===== config.mk =====
export PLATFORM = sky130hd
export DESIGN_NAME = busclk_stop_gate
export DESIGN_NICKNAME = d
export VERILOG_FILES = /design/src/rtl/busclk_pkg.sv /design/src/rtl/busclk_sync.sv /design/src/rtl/busclk_divider.sv /design/src/rtl/busclk_gate_fsm.sv /design/src/rtl/busclk_stop_gate.sv
export SDC_FILE = /design/constraint.sdc
export NUM_CORES = 1
export LEC_CHECK = 0
export BUFFER_PORTS_ARGS = -buffer_cell sky130_fd_sc_hd__buf_2
export CAP_MARGIN = 20
export CORE_MARGIN = 3
export CORE_UTILIZATION = 50
export CTS_CLUSTER_DIAMETER = 80
export DETAILED_ROUTE_END_ITERATION = 10
export GPL_ROUTABILITY_DRIVEN = 0
export PLACE_DENSITY = 0.68
export SETUP_SLACK_MARGIN = 0.15
export SYNTH_ARGS = -nofsm -noshare
export SYNTH_HDL_FRONTEND = slang
export SYNTH_HIERARCHICAL = 1
export SYNTH_SLANG_ARGS = --single-unit

===== constraint.sdc =====
create_clock -name clk -period 3.74 [get_ports clk]
set_input_delay 0.748 -clock clk [delete_from_list [all_inputs] [get_ports clk]]
set_output_delay 0.748 -clock clk [all_outputs]
set_load 0.05 [all_outputs]

===== src/rtl/busclk_pkg.sv =====
package busclk_pkg;
    typedef enum logic [1:0] {
        ST_RUN    = 2'd0,
        ST_PARK   = 2'd1,
        ST_MINRUN = 2'd2
    } gate_st_e;
endpackage


===== src/rtl/busclk_sync.sv =====
module busclk_sync #(
    parameter int STAGES = 2,
    parameter logic RST_VAL = 1'b1
) (
    input  logic clk,
    input  logic rst_n,
    input  logic d_async,
    output logic q_sync
);
    logic [STAGES-1:0] chain_q;

    always_ff @(posedge clk or negedge rst_n) begin
        if (!rst_n) chain_q <= {STAGES{RST_VAL}};
        else        chain_q <= {chain_q[STAGES-2:0], d_async};
    end

    assign q_sync = chain_q[STAGES-1];
endmodule


===== src/rtl/busclk_divider.sv =====
module busclk_divider #(
    parameter int DIV = 4
) (
    input  logic                   clk,
    input  logic                   rst_n,
    output logic [$clog2(DIV)-1:0] ph_q,
    output logic                   tick,
    output logic                   hi_nxt
);
    localparam int PH_W = $clog2(DIV);
    localparam logic [PH_W-1:0] LAST_PH = PH_W'(DIV - 1);
    localparam logic [PH_W-1:0] HALF_PH = PH_W'(DIV / 2);

    logic [PH_W-1:0] ph_nxt;

    always_comb begin
        tick   = (ph_q == LAST_PH);
        ph_nxt = tick ? '0 : ph_q + 1'b1;
        hi_nxt = (ph_nxt < HALF_PH);
    end

    // reset to last phase so the first edge after reset opens a full period
    always_ff @(posedge clk or negedge rst_n) begin
        if (!rst_n) ph_q <= LAST_PH;
        else        ph_q <= ph_nxt;
    end
endmodule


===== src/rtl/busclk_gate_fsm.sv =====
module busclk_gate_fsm
    import busclk_pkg::*;
#(
    parameter int MIN_RUN = 10
) (
    input  logic                          clk,
    input  logic                          rst_n,
    input  logic                          tick,
    input  logic                          stop_act,
    output gate_st_e                      st_q,
    output logic [$clog2(MIN_RUN+1)-1:0]  cnt_q,
    output logic                          gate_nxt
);
    localparam int CNT_W = $clog2(MIN_RUN + 1);
    localparam logic [CNT_W-1:0] LAST_CNT = CNT_W'(MIN_RUN - 1);

    gate_st_e        st_nxt;
    logic [CNT_W-1:0] cnt_nxt;

    always_comb begin
        st_nxt  = st_q;
        cnt_nxt = cnt_q;
        if (tick) begin
            unique case (st_q)
                ST_RUN: begin
                    if (stop_act) st_nxt = ST_PARK;
                end
                ST_PARK: begin
                    if (!stop_act) begin
                        st_nxt  = ST_MINRUN;
                        cnt_nxt = '0;
                    end
                end
                ST_MINRUN: begin
                    if (cnt_q == LAST_CNT) st_nxt = stop_act ? ST_PARK : ST_RUN;
                    else                   cnt_nxt = cnt_q + 1'b1;
                end
                default: st_nxt = ST_PARK;
            endcase
        end
    end

    always_ff @(posedge clk or negedge rst_n) begin
        if (!rst_n) begin
            st_q  <= ST_RUN;
            cnt_q <= '0;
        end else begin
            st_q  <= st_nxt;
            cnt_q <= cnt_nxt;
        end
    end

    always_comb begin
        gate_nxt = (st_nxt != ST_PARK);
    end
endmodule


===== src/rtl/busclk_stop_gate.sv =====
module busclk_stop_gate
    import busclk_pkg::*;
#(
    parameter int N_OUT   = 5,
    parameter int DIV     = 4,
    parameter int MIN_RUN = 10
) (
    input  logic             clk,
    input  logic             rst_n,
    input  logic             stop_n,
    input  logic             desktop_mode,
    input  logic [N_OUT-1:0] out_en,
    input  logic             free_en,
    output logic [N_OUT-1:0] clk_out,
    output logic             clk_free
);
    localparam int PH_W  = $clog2(DIV);
    localparam int CNT_W = $clog2(MIN_RUN + 1);

    logic             stop_sync_n;
    logic [PH_W-1:0]  ph_q;
    logic             tick;
    logic             hi_nxt;
    logic             stop_act;
    gate_st_e         st_q;
    logic [CNT_W-1:0] cnt_q;
    logic             gate_nxt;
    logic [N_OUT-1:0] en_q;
    logic [N_OUT-1:0] en_nxt;
    logic             free_en_q;
    logic             free_en_nxt;
    logic [N_OUT-1:0] clk_out_q;
    logic             clk_free_q;

    busclk_sync #(.STAGES(2), .RST_VAL(1'b1)) u_sync (
        .clk     (clk),
        .rst_n   (rst_n),
        .d_async (stop_n),
        .q_sync  (stop_sync_n)
    );

    busclk_divider #(.DIV(DIV)) u_div (
        .clk    (clk),
        .rst_n  (rst_n),
        .ph_q   (ph_q),
        .tick   (tick),
        .hi_nxt (hi_nxt)
    );

    assign stop_act = !stop_sync_n && !desktop_mode;

    busclk_gate_fsm #(.MIN_RUN(MIN_RUN)) u_fsm (
        .clk      (clk),
        .rst_n    (rst_n),
        .tick     (tick),
        .stop_act (stop_act),
        .st_q     (st_q),
        .cnt_q    (cnt_q),
        .gate_nxt (gate_nxt)
    );

    // enables are taken only at the period boundary, while every output is low
    always_comb begin
        en_nxt      = tick ? out_en  : en_q;
        free_en_nxt = tick ? free_en : free_en_q;
    end

    always_ff @(posedge clk or negedge rst_n) begin
        if (!rst_n) begin
            en_q      <= '0;
            free_en_q <= 1'b0;
        end else begin
            en_q      <= en_nxt;
            free_en_q <= free_en_nxt;
        end
    end

    for (genvar gi = 0; gi < N_OUT; gi++) begin : g_out
        always_ff @(posedge clk or negedge rst_n) begin
            if (!rst_n) clk_out_q[gi] <= 1'b0;
            else        clk_out_q[gi] <= hi_nxt & gate_nxt & en_nxt[gi];
        end
    end

    always_ff @(posedge clk or negedge rst_n) begin
        if (!rst_n) clk_free_q <= 1'b0;
        else        clk_free_q <= hi_nxt & free_en_nxt;
    end

    assign clk_out  = clk_out_q;
    assign clk_free = clk_free_q;
endmodule


### Word level (Yosys, flattened, before mapping)

Index checks and enable logic that the tools add are counted.

| word-level totals | value |
|---|---|
| output and inout port bits | 6 |
| bits in registers | 22 |

| cells by class | value |
|---|---|
| bitwise operators | 7 |
| order comparisons | 1 |
| equality and inequality tests | 7 |
| add/subtract/negate cells | 2 |
| mux-type cells | 12 |
| reduce and logical (&&, ||, !) cells | 6 |

Operator list:

| kind | number |
|---|---|
| $mux W2 | 5 |
| $mux W4 | 2 |
| $pmux W4 S2 | 1 |
| $and A1 B1 Y1 | 7 |
| $pmux W2 S3 | 1 |
| $mux W5 | 1 |
| $add A4 B1 Y4 const B | 1 |
| $eq A2 B2 Y1 const B | 2 |
| $eq A4 B4 Y1 const B | 1 |
| $ne A2 B2 Y1 const B | 2 |
| $reduce_and A4 Y1 | 1 |
| $add A2 B1 Y2 const B | 1 |
| $eq A2 B1 Y1 const B | 1 |
| $logic_not A1 Y1 | 2 |
| $logic_not A2 Y1 | 1 |
| $lt A2 B2 Y1 const B | 1 |
| $mux W1 | 2 |
| $ne A2 B1 Y1 const B | 1 |
| $reduce_bool A2 Y1 | 1 |
| $logic_and A1 B1 Y1 | 1 |

### Depth between registers and ports, before layout

Gate-level depths: netlist of run 1.

| logic depth | value |
|---|---|
| word-level depth | 9 |
| mapped depth | 7 |
| gate-level depth less buffers | 7 |

### Modules after synthesis

The synthesis of run 1 kept the hierarchy.

By module, submodules not included:

| module | cells an instance | area each (µm²) | times used | sequential area each (µm²) |
|---|---|---|---|---|
| busclk_stop_gate | 27 | 446.7 | 1 | 300.3 |
| busclk_gate_fsm | 38 | 375.4 | 1 | 150.1 |
| busclk_divider | 5 | 72.6 | 1 | 52.6 |
| busclk_sync | 2 | 52.6 | 1 | 52.6 |

### Worst setup path before layout of run 1

Ideal clock, no wire load.

| timing path | value |
|---|---|
| kind | flip-flop to flip-flop |
| start | reg u_div.ph_q[0] |
| end | reg clk_out_q[0], in the netlist clk_out[0] |
| buffers on the path | 1 |
| slack | 2.245 ns |
| arrival | 1.422 ns |
| cell stages (with the launch flop) | 8 |
| data required time | 3.667 ns |
| cells stage by stage | dfstp_2 ha_1 buf_2 mux2i_1 nor2_1 a21oi_1 nand2_1 nor2b_1 |

| between the ends | value |
|---|---|
| longest elaborated chain between the ends | 5 |
| elaborated cells between the ends (all ways) | 9 |
| classes of those cells | add/sub (1); order compare (1); eq/ne (2); mux (3); bitwise (2) |

RTL lines:

| element | line | source |
|---|---|---|
| start, declared | busclk_divider.sv:6 | `output logic [$clog2(DIV)-1:0] ph_q,` |
| start signal, assigned | busclk_divider.sv:25 | `else ph_q <= ph_nxt;` |
| $eq A2 B2 Y1 | busclk_divider.sv:17 | `tick = (ph_q == LAST_PH);` |
| named net tick | busclk_stop_gate.sv:22 | `logic tick;` |
| $mux W2 | busclk_gate_fsm.sv:23 | `if (tick) begin` |
| $ne A2 B1 Y1 | busclk_gate_fsm.sv:54 | `gate_nxt = (st_nxt != ST_PARK);` |
| named net gate_nxt | busclk_stop_gate.sv:27 | `logic gate_nxt;` |
| $and A1 B1 Y1 (2 in a row) | busclk_stop_gate.sv:81 | `else clk_out_q[gi] <= hi_nxt & gate_nxt & en_nxt[gi];` |
| end signal, assigned by index | busclk_stop_gate.sv:81 |  |
| end, declared | busclk_stop_gate.sv:32 | `logic [N_OUT-1:0] clk_out_q;` |

The timed path passes the listed nets, and every way through them passes these cells.
A chain may end at the register's enable or synchronous reset.

### Worst setup path in the final report of run 1

| timing path | value |
|---|---|
| start | reg u_div.ph_q[0] |
| end | reg clk_out_q[1], in the netlist clk_out[1] |

Same word-level chain as after synthesis.

==> flow_metrics.tcl, run 1 <==
set metrics [dict create \
    outcome "finished, final reports clean" \
    grtUsageTotal_pct 14.0 \
    crit_start "u_div/ph_q[0]$_DFF_PN1_" \
    p_seq_share_pct 52.2 \
    maxCapViolCount 0 \
    dr.pass1.iters 3 \
    path_clk_slew_ns 0.12 \
    place_inst 110 \
    io_buffers 15 \
    finalSetupViolations 0 \
    row_count 15 \
    ys_seq_area_share_pct 58.7 \
    cp_top_family "adder cells" \
    htree_levels 1 \
    dpl.hpwl_um 1090 \
    grt_antenna_before_repair 0 \
    path_cells "ha_1 > mux2i_1 > nor2_1 > a21oi_1 > nand2_1 > nor2b_1" \
    synthArstFlopShare_pct 100 \
    cellLeakagePower_nw 0.498 \
    fillers 161 \
    fin_nets 103 \
    yosys_warnings 6 \
    cellInternalPower_uw 396 \
    routed_wl_um 1500 \
    netSwitchingPower_uw 201 \
    cts_max_path_buffers 2 \
    arrival_ns 2.20 \
    vdd_drop_max_mv 0.282 \
    num_antenna_cells 0 \
    overflow 0 \
    clock_sinks 22 \
    slew_headroom_pct 50.8 \
    fin_worst_skew_ns 0.00524 \
    synthCells 72 \
    rsz0062_at_grt "false" \
    power_density_mw_per_mm2 556 \
    start_util_pct 53.7 \
    worst_pin_slew_ns 0.737 \
    fp.dieW_um 49.5 \
    grt_pass1_wl_um 2630 \
    yosys.cell_types.count 28 \
    synth_area_sq_um 947 \
    hold_viol 0 \
    area_growth_pct 13.3 \
    cts_resized 0 \
    start_kind "flop" \
    synth_seq_cells 22 \
    die_h_um 49.5 \
    slew_viol_final 0 \
    drt_iter0_markers 10 \
    criticalPathCategory "reg -> reg" \
    hold_path_class "reg -> reg" \
    r2r_start "u_div/ph_q[0]$_DFF_PN1_" \
    syn_avg_cell_area_sq_um 13.2 \
    fmax_ghz 0.511 \
    hp-start "u_sync/chain_q[0]$_DFF_PN1_" \
    cp_slowest_stage_delay_ns 0.63 \
    utilization_pct 60.9 \
    route.vias.total 575 \
    cts_setup_buffers 0 \
    setup_ws_ns 1.78 \
    holdBufCountCts 0 \
    io_pins 16 \
    grt_pass1_vias 592 \
    die_area_sq_mm 0.00245 \
    crit_buf_inv 0 \
    switching_share_pct 33.6 \
    crit_path_top_delay_cell "ha_1" \
    synth-main-ff-cell "dfrtp_1" \
    cts_buffers 3 \
    total_power_uw 597 \
    postRouteAntennaNets 0 \
    synth-edff-count 0 \
    critPathCaptureType "flop" \
    syn-num-nets 85 \
    core_area_sq_mm 0.00176 \
    ctsRootBufferMaster "clkbuf_4" \
    place_ws_ns 1.79 \
    grt_max_degree 23 \
    cts_tree "done" \
    clockPowerShare_pct 21.6 \
    drc_errors 0 \
    post_drt_wl_per_cell_um 13.1 \
    viasPerCell 5.04 \
    setup_tns_ns 0 \
    clock_latency_ns 0.30 \
    worstPathMaxFanout 16 \
    pwr-share-comb_pct 26.2 \
    fin_cells 114 \
    cp_data_required_time_ns 3.98 \
    fin_crit_sh_pct 52.4 \
    min_period_ns 1.96 \
    layout-drive-gt1-share_pct 33.7 \
]
worst reg2reg max path: stages, from the launching register on:
cell	delay, ns
dfstp_2	0.55
ha_1	0.63
mux2i_1	0.26
nor2_1	0.05
a21oi_1	0.11
nand2_1	0.14
nor2b_1	0.16
routing by layer:
layer	vias to the layer above	part of all wire, %	global-route usage, %
met3	4	3.3	2.72
met4	0	1.4	5.53
met2	11	44	20.3
met1	279	51	20.5
met5	-	0	0
li1	281	-	-
cells by family (layout without fill, tap and decap cells):
family	after synthesis	in the layout	synth area share [%]
flops	22	22	58.7
simple gates	21	21	13.2
compound gates	11	11	8.19
mux	9	9	12.7
buf+inv	6	23	3.30
fa+ha+maj	3	3	3.96
sequential cells by signal, indices dropped and copies added (netlist names):
name and flops:
clk_out 5, en_q 5, u_fsm/cnt_q 4, u_div/ph_q 2, u_fsm/st_q 2, u_sync/chain_q 2
clk_free 1, free_en_q 1
power by group through the flow:
stage,clock network [mW],logic [mW],registers [mW]
after floorplan,0,0.0786,0.351
after global placement,0,0.152,0.313
after global routing,0.142,0.176,0.320
after detailed placement,0,0.156,0.316
after CTS,0.131,0.157,0.311
final,0.129,0.156,0.312
cell usage after synthesis (2+ instances only):
master | number | area [sq um]
nor2_1 | 3 | 11.3
dfstp_2 | 4 | 105
a21oi_1 | 2 | 10.0
mux2_4 | 6 | 90.1
inv_1 | 4 | 15.0
nand2_1 | 3 | 11.3
ha_1 | 3 | 37.5
nand3_1 | 2 | 10.0
dfrtp_1 | 18 | 450
nand2b_1 | 2 | 12.5
nand3b_1 | 2 | 15.0
nor2b_1 | 5 | 31.3
mux2i_1 | 3 | 30.0
stage by stage:
| step | area [sq um] | hold WS (ns) |
|---|---|---|
| after global routing | 1070 | 0.372 |
| after global placement | 1040 | 0.350 |
| after CTS | 1070 | 0.366 |
| after floorplan | 947 | 0.345 |
| final | 1070 | 0.364 |
| after detailed placement | 1040 | 0.349 |
layout make-up:
| cell class | instances | area (sq um) | share of cell area (%) |
|---|---|---|---|
| inverters | 4 | 15.0 | 1.40 |
| well taps | 25 | 31.3 | 2.91 |
| flip-flops and latches | 22 | 556 | 51.7 |
| clock buffers | 4 | 36.3 | 3.38 |
| multi-input cells | 44 | 360 | 33.6 |
| repair buffers | 15 | 75.1 | 6.99 |
cells in the final DEF, fill, tap and decap left out:
cell / netlist / final
and2b_1: 1 / 1
nand2b_1: 2 / 2
nand3b_1: 2 / 2
clkbuf_8: 0 / 1
and2_1: 1 / 1
nor2b_1: 5 / 5
dfstp_2: 4 / 4
mux2i_1: 3 / 3
buf_2: 1 / 15
o21ai_2: 1 / 1
a21boi_1: 1 / 1
mux2_4: 6 / 6
nand3_1: 2 / 2
nand4bb_1: 1 / 1
o21ai_0: 1 / 1
inv_1: 4 / 4
a21oi_1: 2 / 2
o21a_1: 1 / 1
nor2_1: 3 / 3
nand2_1: 3 / 3
a41oi_1: 1 / 1
a32o_1: 1 / 1
ha_1: 3 / 3
and3b_1: 1 / 1
clkbuf_4: 0 / 3
o21ai_1: 1 / 1
a31oi_1: 1 / 1
a22o_1: 1 / 1
dfrtp_1: 18 / 18
path summary, 6_finish.rpt:
kind	slack, ns	to	cells past startpoint
max in group asynchronous	3.01	u_div/ph_q[1]$_DFF_PN1_	1
setup reg to reg	1.78	clk_out[1]$_DFF_PN0_	6
min in group asynchronous	0.38	u_fsm/cnt_q[1]$_DFFE_PN0P_	1
hold / removal	0.36	u_sync/chain_q[1]$_DFF_PN1_	0
hold reg to reg	0.36	u_sync/chain_q[1]$_DFF_PN1_	0
setup / recovery	1.78	clk_out[1]$_DFF_PN0_	6
(Power assumes the default switching activity.)
==> run 2: changes to the inputs <==
CORE_UTILIZATION = 48   (was 50)
PLACE_DENSITY = 0.69   (was 0.68)
clock period = 1.67 ns   (was 3.74 ns; I/O delays follow)
==> run 2 against run 1 <==
Against the previous run:
- global-route usage is 0.60 points higher
- setup slack got worse by 1.6 ns
- critical path depth shrank 1
- hold slack worse by 0.24 ns
- clock-buffer cell count decreased by 1
- clock skew shrank 0.0045 ns
- combinational power grew to 2.8 times the previous value
- critical path type unchanged
- largest power group unchanged
==> flow_metrics.tcl, run 2 (synthesis results as in run 1) <==
set metrics [dict create \
    outcome "finished, final reports clean" \
    cellLeakagePower_nw 0.549 \
    post_drt_wl_per_cell_um 13.2 \
    arrival_ns 1.70 \
    fin_nets 111 \
    dr.pass1.iters 4 \
    fp.dieW_um 50.4 \
    fin_worst_skew_ns 0.000698 \
    layout_commonest_cell "dfrtp_1" \
    cellInternalPower_mw 1.05 \
    grt_pass1_vias 606 \
    clockPowerShare_pct 26.1 \
    grt_max_degree 23 \
    worstPathMaxFanout 6 \
    cts_tree "done" \
    min_period_ns 1.47 \
    dpl.hpwl_um 1170 \
    maxCapViolCount 0 \
    slew_viol_final 0 \
    worst_pin_slew_ns 0.469 \
    routed_wl_um 1610 \
    netSwitchingPower_uw 474 \
    vdd_drop_max_mv 0.771 \
    route.vias.total 615 \
    grtUsageTotal_pct 14.6 \
    overflow 0 \
    cts_buffers 3 \
    utilization_pct 65.6 \
    hp-start "stop_n" \
    r2r_start "u_div/ph_q[0]$_DFF_PN1_" \
    crit_path_top_delay_cell "dfstp_2" \
    core_area_sq_mm 0.00180 \
    cts_max_path_buffers 2 \
    ctsRootBufferMaster "clkbuf_4" \
    num_antenna_cells 0 \
    area_growth_pct 24.8 \
    path_clk_slew_ns 0.12 \
    grt_pass1_wl_um 2750 \
    clock_sinks 22 \
    htree_levels 1 \
    drt_iter0_markers 7 \
    cp_slowest_stage_delay_ns 0.58 \
    drc_errors 0 \
    setup_tns_ns 0 \
    start_kind "flop" \
    fmax_ghz 0.680 \
    critPathCaptureType "flop" \
    io_pins 16 \
    criticalPathCategory "reg -> reg" \
    place_ws_ns 0.120 \
    fin_crit_sh_pct 88.1 \
    hold_path_class "in -> reg" \
    start_util_pct 52.6 \
    total_power_mw 1.52 \
    clock_latency_ns 0.30 \
    finalSetupViolations 0 \
    layout-drive-gt1-share_pct 44.3 \
    power_density_mw_per_mm2 1290 \
    rsz0062_at_grt "true" \
    die_area_sq_mm 0.00254 \
    pwr-share-comb_pct 28.5 \
    p_seq_share_pct 45.4 \
    io_buffers 15 \
    row_count 15 \
    grt_antenna_before_repair 0 \
    slew_headroom_pct 68.7 \
    hold_viol 0 \
    crit_start "u_div/ph_q[0]$_DFF_PN1_" \
    postRouteAntennaNets 0 \
    setup_ws_ns 0.199 \
    viasPerCell 5.04 \
    final_cell_mix "dfrtp_1 (18), buf_2 (15), mux2_4 (6)" \
    cp_data_required_time_ns 1.90 \
    switching_share_pct 31.1 \
    path_cells "ha_4 > buf_6 > nand3b_1 > o21ai_2 > mux2i_1" \
    die_h_um 50.4 \
]
## run 2: final cells by class
cell class	instances	area [sq um]
inverter	4	15.0
fill	146	619
multi-input combinational	44	383
clock inverter	1	30.0
sequential	22	556
timing repair buffer	23	145
tap	25	31.3
clock buffer	3	22.5
## run 2: worst paths after layout
kind	to	slack, ns	depth (start not counted)
min	u_sync/chain_q[0]$_DFF_PN1_	0.13	1
max in group asynchronous	u_div/ph_q[0]$_DFF_PN1_	0.82	2
max reg2reg	u_fsm/cnt_q[1]$_DFFE_PN0P_	0.20	5
min reg2reg	u_sync/chain_q[1]$_DFF_PN1_	0.37	0
min in group asynchronous	u_fsm/st_q[1]$_DFF_PN0_	0.50	2
max	u_fsm/cnt_q[1]$_DFFE_PN0P_	0.20	5
## run 2: power groups by stage
stage	registers (mW)	clock network (mW)	logic (mW)
after CTS	0.687	0.406	0.416
after floorplan	0.785	0	0.176
after detailed placement	0.701	0	0.387
after global placement	0.696	0	0.365
after global routing	0.704	0.434	0.479
final	0.691	0.397	0.433
## run 2: critical path, delay by kind of cell (launching register included)
family | cells | cell delay [ns]
mux | 1 | 0.21
buf+inv | 1 | 0.11
simple gates | 1 | 0.12
compound gates | 1 | 0.23
flops | 1 | 0.58
fa+ha+maj | 1 | 0.16
## run 2: routing by layer
| layer | wire length, um | track usage [%] | vias up |
|---|---|---|---|
| met5 | 0 | 0 | - |
| met1 | 780 | 21.1 | 293 |
| li1 | - | - | 299 |
| met2 | 718 | 20.0 | 17 |
| met4 | 55 | 8.52 | 0 |
| met3 | 54 | 2.97 | 6 |
## run 2: what timing repair did
item	4_1_cts	5_1_grt
cloned	0	0
resized for setup	6	3
setup endpoints to repair	7	7
pin swaps	2	6
hold buffers	1	0
setup buffers	1	3
hold endpoints to repair	18	0
## run 2: metrics by stage
stage                     instance area [sq um]  hold slack (ns)  cells
after detailed placement                   1060            0.320    113
after global routing                       1180           0.0973    122
after floorplan                             947           0.0384     72
after global placement                     1060            0.316    113
after CTS                                  1160            0.119    119
final                                      1180            0.126    122
